[src/rtl/wg_pkg.sv]
package wg_pkg;
  typedef struct packed {
    logic ce_n;
    logic oe_n;
    logic we_n;
    logic vdd_ok;
    logic vpp_ok;
  } wg_pins_t;

  // Idle strobes, health flags reported bad
  localparam wg_pins_t WG_SAFE = '{ce_n: 1'b1, oe_n: 1'b1, we_n: 1'b1,
                                   vdd_ok: 1'b0, vpp_ok: 1'b0};
  localparam int WG_SYNC_STAGES = 2;
endpackage

[src/rtl/wg_sync.sv]
module wg_sync #(
  parameter int            W       = 5,
  parameter int            STAGES  = 2,
  parameter logic [W-1:0]  RST_VAL = '0
) (
  input  logic         clk,
  input  logic         rst,
  input  logic [W-1:0] d,
  output logic [W-1:0] q
);
  logic [STAGES-1:0][W-1:0] stg;

  always_ff @(posedge clk) begin
    if (rst) stg <= {STAGES{RST_VAL}};
    else     stg <= {stg[STAGES-2:0], d};
  end

  assign q = stg[STAGES-1];
endmodule

[src/rtl/wg_holdoff.sv]
module wg_holdoff #(
  parameter int HOLDOFF_CYC = 2500000
) (
  input  logic clk,
  input  logic rst,
  input  logic vdd_ok,
  output logic ready
);
  localparam int CNT_W = (HOLDOFF_CYC > 2) ? $clog2(HOLDOFF_CYC) : 1;
  localparam logic [CNT_W-1:0] LAST = CNT_W'(HOLDOFF_CYC - 1);

  logic [CNT_W-1:0] cnt;

  always_ff @(posedge clk) begin
    if (rst || !vdd_ok) begin
      cnt   <= '0;
      ready <= 1'b0;
    end else if (!ready) begin
      if (cnt == LAST) ready <= 1'b1;
      else             cnt   <= cnt + CNT_W'(1);
    end
  end


  ready_vdd_chk: assert property (@(posedge clk) disable iff (rst)
    ready |-> $past(vdd_ok));


  ready_rise_chk: assert property (@(posedge clk) disable iff (rst)
    $rose(ready) |-> ($past(cnt) == LAST));
endmodule

[src/rtl/wg_qual.sv]
module wg_qual #(
  parameter int MIN_W = 4
) (
  input  logic clk,
  input  logic rst,
  input  logic active,
  input  logic inhibit,
  output logic trig
);
  localparam int WC_W = $clog2(MIN_W + 1);
  localparam logic [WC_W-1:0] WMAX = WC_W'(MIN_W);

  logic            in_pulse;
  logic            bad;
  logic [WC_W-1:0] wcnt;

  always_ff @(posedge clk) begin
    if (rst) begin
      in_pulse <= 1'b0;
      bad      <= 1'b0;
      wcnt     <= '0;
      trig     <= 1'b0;
    end else begin
      trig <= 1'b0;
      if (active) begin
        in_pulse <= 1'b1;
        if (wcnt != WMAX) wcnt <= wcnt + WC_W'(1);
        if (inhibit)      bad  <= 1'b1;
      end else begin
        if (in_pulse) trig <= (wcnt == WMAX) && !bad;
        in_pulse <= 1'b0;
        wcnt     <= '0;
        bad      <= 1'b0;
      end
    end
  end


  trig_narrow_chk: assert property (@(posedge clk) disable iff (rst)
    trig |=> !trig);


  trig_idle_chk: assert property (@(posedge clk) disable iff (rst)
    active |=> !trig);


  trig_width_chk: assert property (@(posedge clk) disable iff (rst)
    trig |-> ($past(wcnt) == WMAX));
endmodule

[src/rtl/wr_guard.sv]
module wr_guard
  import wg_pkg::*;
#(
  parameter int HOLDOFF_CYC = 2500000,
  parameter int MIN_W       = 4
) (
  input  logic clk,
  input  logic rst,
  input  logic ce_n_i,
  input  logic oe_n_i,
  input  logic we_n_i,
  input  logic vdd_ok_i,
  input  logic vpp_ok_i,
  output logic prog_trig_o
);
  wg_pins_t raw, syn;
  logic     ready, active, inhibit;

  assign raw = '{ce_n: ce_n_i, oe_n: oe_n_i, we_n: we_n_i,
                 vdd_ok: vdd_ok_i, vpp_ok: vpp_ok_i};

  wg_sync #(.W($bits(wg_pins_t)), .STAGES(WG_SYNC_STAGES), .RST_VAL(WG_SAFE)) u_sync (
    .clk(clk), .rst(rst), .d(raw), .q(syn)
  );

  wg_holdoff #(.HOLDOFF_CYC(HOLDOFF_CYC)) u_hold (
    .clk(clk), .rst(rst), .vdd_ok(syn.vdd_ok), .ready(ready)
  );

  assign active  = !syn.ce_n && !syn.we_n;
  assign inhibit = !syn.oe_n || !ready || !syn.vpp_ok;

  wg_qual #(.MIN_W(MIN_W)) u_qual (
    .clk(clk), .rst(rst), .active(active), .inhibit(inhibit), .trig(prog_trig_o)
  );


  trig_needs_ready_chk: assert property (@(posedge clk) disable iff (rst)
    prog_trig_o |-> $past(syn.vdd_ok, 2));
endmodule

[config.mk]
export PLATFORM = sky130hd
export DESIGN_NAME = wr_guard
export DESIGN_NICKNAME = d
export VERILOG_FILES = /design/src/rtl/wg_pkg.sv /design/src/rtl/wg_sync.sv /design/src/rtl/wg_holdoff.sv /design/src/rtl/wg_qual.sv /design/src/rtl/wr_guard.sv
export SDC_FILE = /design/constraint.sdc
export NUM_CORES = 1
export LEC_CHECK = 0
export ABC_AREA = 1
export BUFFER_PORTS_ARGS = -buffer_cell sky130_fd_sc_hd__buf_2
export CAP_MARGIN = 30
export CORE_AREA = 2 2 94 96
export CTS_CLUSTER_SIZE = 24
export DETAILED_ROUTE_END_ITERATION = 8
export DIE_AREA = 0 0 96 98
export HOLD_SLACK_MARGIN = 0.1
export PLACE_DENSITY = 0.49
export SYNTH_ARGS = -nofsm -noshare
export SYNTH_HDL_FRONTEND = slang
export SYNTH_SLANG_ARGS = --single-unit
[constraint.sdc]
create_clock -name clk -period 1.95 [get_ports clk]
set_clock_uncertainty 0.1 [all_clocks]
set_input_delay 0.4875 -clock clk [delete_from_list [all_inputs] [get_ports clk]]
set_output_delay 0.4875 -clock clk [all_outputs]
set_load 0.05 [all_outputs]
# --- Word level (Yosys, flattened, before mapping) ---
# Index checks and enable logic that the tools add are counted.
# W data, S select, Z words.
word_totals:
  out_inout_bits: 1
  register_bits: 39
classes:
  n_eq_ne: 3
  mux: 3
  reduce_logical: 15
  add_sub_neg: 2
  n_bitwise: 4
op_table:
  columns: ["operator", "n"]
  rows:
  - ["$add A22 B1 Y22 const B", 1]
  - ["$eq A22 B22 Y1 const B", 1]
  - ["$logic_not A1 Y1", 7]
  - ["$not A1 Y1", 4]
  - ["$add A3 B1 Y3 const B", 1]
  - ["$eq A3 B3 Y1 const B", 1]
  - ["$logic_or A1 B1 Y1", 3]
  - ["$mux W1", 3]
  - ["$ne A3 B3 Y1 const B", 1]
  - ["$reduce_or A3 Y1", 1]
  - ["$logic_and A1 B1 Y1", 2]
  - ["$reduce_and A2 Y1", 1]
  - ["$reduce_or A2 Y1", 1]

# --- Depth between registers and ports, before layout ---
logic_depth:
  ltp_word: 4
  ltp_mapped: 10

# --- By module ---
# Synthesis repeated with hierarchy kept, for this count alone.
hier_totals:
  cells_unflattened: 318
  area_unflattened_um2: 2070.7
modules_own_cells:
  columns: ["mod", "cells_per_inst", "area_per_inst_um2", "instances"]
  rows:
  - ["wg_holdoff", 245, 1482.7, 1]
  - ["wg_sync", 36, 319.1, 1]
  - ["wg_qual", 35, 260.2, 1]
  - ["wr_guard", 2, 8.8, 1]

# --- Worst setup path after synthesis ---
# OpenSTA, ideal clock, no wires.
synth_path:
  kind: "reg-to-reg"
  startpoint: "register u_hold.cnt[0]"
  endpoint: "register u_hold.cnt[16]"
  arrival_ns: 1.332
  required_time_ns: 1.722
  slack_ns: 0.390
  path_stages_with_launch: 10
  n_path_buf: 1
  path_cell_list: "dfxtp_1 -> ha_1 -> nand3_2 -> nor2_2 -> nand3_4 -> buf_2 -> nand3_1 -> nand2_1 -> nand2_1 -> nor2_1"
synth_via:
  elab_chain_len: 3
  word_cells_on_any_way: 4
  cone_classes: "add/sub (1); eq/ne (1); bitwise (1); reduce/logical (1)"
synth_lines:
  columns: ["item", "line_no", "source"]
  rows:
  - ["start, declared", "wg_holdoff.sv:12", "logic [CNT_W-1:0] cnt;"]
  - ["start signal, assigned", "wg_holdoff.sv:20", "else cnt <= cnt + CNT_W'(1);"]
  - ["parallel branches: the longest is 3 deep, another holds $add A22 B1 Y22", null, null]
# Parallel ways; which one is timed is not known.
# A chain may end at the register's enable or synchronous reset.

# --- Final worst setup path ---
layout_path:
  startpoint: "register u_hold.cnt[0]"
  endpoint: "register u_hold.cnt[0]"
# The elaborated chain is that of the path after synthesis.

==> results.toml <==
[global_route]
grt_pass1_vias = 1604
grt_max_degree = 26
grtUsageTotal_pct = 9.376
grt-ovfl-total = 0
antenna_found_initial = 0
grt_pass1_wl_mm = 7.134

[critical_path]
arrival_ns = 1.90
worstPathRequired_ns = 2.08
critical_path_class = "flip-flop to flip-flop"
worstSetupStartpointType = "flip-flop"
cp_max_fo = 17
endpoint_kind = "flip-flop"

[power_and_ir_drop]
leakage_nw = 0.8101
power_w = 0.001529
powerDensity_nw_per_um2 = 688.1
vdd_ir_drop_max_mv = 0.3850

[floorplanning]
initial_core_util_pct = 23.01
fp.dieArea_um2 = 9408
core_um2 = 8466
dieHeight_um = 98
fp.dieW_um = 96
row_count = 34
pin_count = 8

[clocking]
cts_buffers = 5
cts.sinks = 39
cts_max_level = 2
cts_hold_buf = 0
clockRootBuffer = "clkbuf_8"
cts_buffer_depth = 2
clk_pin_slew_ns = 0.08
clk_latency_ns = 0.30
cts_tree = "built"

[sta]
fin_crit_ns = 1.771
fmax_mhz = 564.7
worst_slew_pin_slew_ns = 0.2681
finalSetupViolations = 0
rsz0062_at_grt = "false"
timing.final.max_slew_violations = 0
setup_tns_ns = 0
fin_crit_sh_pct = 90.81
hold_slack_ns = 0.2752
finalHoldViolations = 0
max_slew_margin_pct = 82.10

[synth]
ys_top_cells_by_area = "dfxtp_1 (40%), nand2_1 (14%), nor2_1 (6.7%), nand3_1 (6.4%), inv_1 (6.0%)"
netlist.area_leader.share_pct = 40.08
synth_cells = 280
ys.flop_type = "dfxtp_1"
syn_avg_cell_area_um2 = 6.958
syn-num-nets = 290
yosys_register_bits = 39
seq_area_frac_synth_pct = 40.08
synth_warnings = 0
synth_top_cell_by_area = "dfxtp_1"
synth-async-reset-ratio_pct = 0
synth_edf_count = 0
synthDistinctLibCells = 26
synth_area_um2 = 1948

[layout]
fin_nets = 300
num_antenna_cells = 0
drive_above_1_share_pct = 15.46
post-route-cell-area_um2 = 2222
area_growth_pct = 14.07
fillers = 915

[placement]
dp.final_hpwl_mm = 2.871
placed_area_um2 = 2105
portBuffers = 7
gp_congestion = 0.7799

[drt]
dr_total_vias = 1659
drt_first_iter_violations = 77
first_pass_iters = 5
vias_per_cell = 4.158
ant_nets = 0
drc = 0
wire_per_inst_um = 9.591
wirelength_mm = 3.827

[run_status]
status = "finished, final reports clean"

[hold_path]
hp-class = "input port to flip-flop"

[flow_run]
cap_viol_max_count = 0
## cell usage after synthesis (all sizes together), types with 4 or more instances
cell type	count
inv	33
nor2	49
nand3	28
dfxtp	39
or2	6
a21oi	14
nand4	12
xnor2	5
nand2	72
clkbuf	4
## logic make-up after synthesis
logic type / synth area share [%]
simple gates: 40.91
flops: 40.08
fa+ha+maj: 1.927
buf+inv: 8.799
compound gates: 4.689
xor+xnor: 3.597
## state kept, by name, indices dropped and copies added (netlist names)
signal and cells:
u_hold.ready 1, u_qual.bad 1, u_qual.in_pulse 1, u_sync.stg 5, u_qual.wcnt 3, u_hold.cnt 22, u_sync.q 5, u_qual.trig 1
## timing repair
| action | CTS | global route |
|---|---|---|
| endpoints found under the setup margin | 0 | 6 |
| gates resized for setup | 0 | 1 |
| buffers inserted | 0 | 0 |
## stage by stage
| step | cells | setup slack, ns | util (%) |
|---|---|---|---|
| 3_5_place_dp | 391 | 0.1580 | 24.86 |
| 5_1_grt | 399 | 0.006925 | 26.25 |
| 6_report | 399 | 0.1792 | 26.25 |
| 3_3_place_gp | 391 | 0.2187 | 24.86 |
| 4_1_cts | 399 | 0.1372 | 26.22 |
| 2_1_floorplan | 280 | 0.3901 | - |
## critical path: stages, from the launching register on
cell	delay, ns
dfxtp_1	0.38
ha_2	0.23
nand3_2	0.11
nor2_2	0.17
nand3_4	0.21
nand2_4	0.21
inv_2	0.11
nand2_1	0.07
nand2_1	0.04
nor2_1	0.08
## per-layer routing
layer / part of all wire, % / track usage (%) / up-vias
met2: 47 / 15.38 / 12
met4: 0.47 / 2.527 / 0
met5: 0 / 0 / -
met3: 2.5 / 2.315 / 2
li1: - / - / 896
met1: 50 / 12.14 / 749
## path summary, 6_finish.rpt
kind            startpoint            end  cells after the start  slack [ns]
max          u_hold.cnt[0]  u_hold.cnt[0]                      9        0.18
min                 ce_n_i  u_sync.stg[4]                      2        0.28
max reg2reg  u_hold.cnt[0]  u_hold.cnt[0]                      9        0.18
min reg2reg  u_sync.stg[1]    u_sync.q[1]                      2        0.30
## report_power, final
group | internal, W | switching (W) | leakage (nW)
sequential | 0.000806 | 0.00000264 | 0.316
clock | 0.000386 | 0.000310 | 0.0548
combinational | 0.0000116 | 0.0000130 | 0.439
## area by class of cell
type / instances / area, um^2 / share of cell area, %
multi-input combinational: 198 / 998.5 / 44.93
sequential: 39 / 780.7 / 35.14
inverter: 36 / 135.1 / 6.081
tap: 108 / 135.1 / 6.081
clock buffer: 5 / 68.82 / 3.097
timing repair buffer: 10 / 57.56 / 2.590
clock inverter: 3 / 46.29 / 2.083
## cells in the final DEF, fill, tap and decap left out, drive strengths merged, types with 3 or more instances in the layout
| cell type | netlist | routed |
|---|---|---|
| nand3 | 28 | 28 |
| or2 | 6 | 6 |
| nand4 | 12 | 12 |
| xor2 | 3 | 3 |
| o21ai | 3 | 3 |
| clkinv | 3 | 3 |
| inv | 33 | 34 |
| ha | 3 | 3 |
| xnor2 | 5 | 5 |
| nor2 | 49 | 49 |
| buf | 3 | 10 |
| dfxtp | 39 | 39 |
| nand2 | 72 | 72 |
| clkbuf | 4 | 5 |
| a21oi | 14 | 14 |
Note: power is estimated with default switching activity, not from simulation.
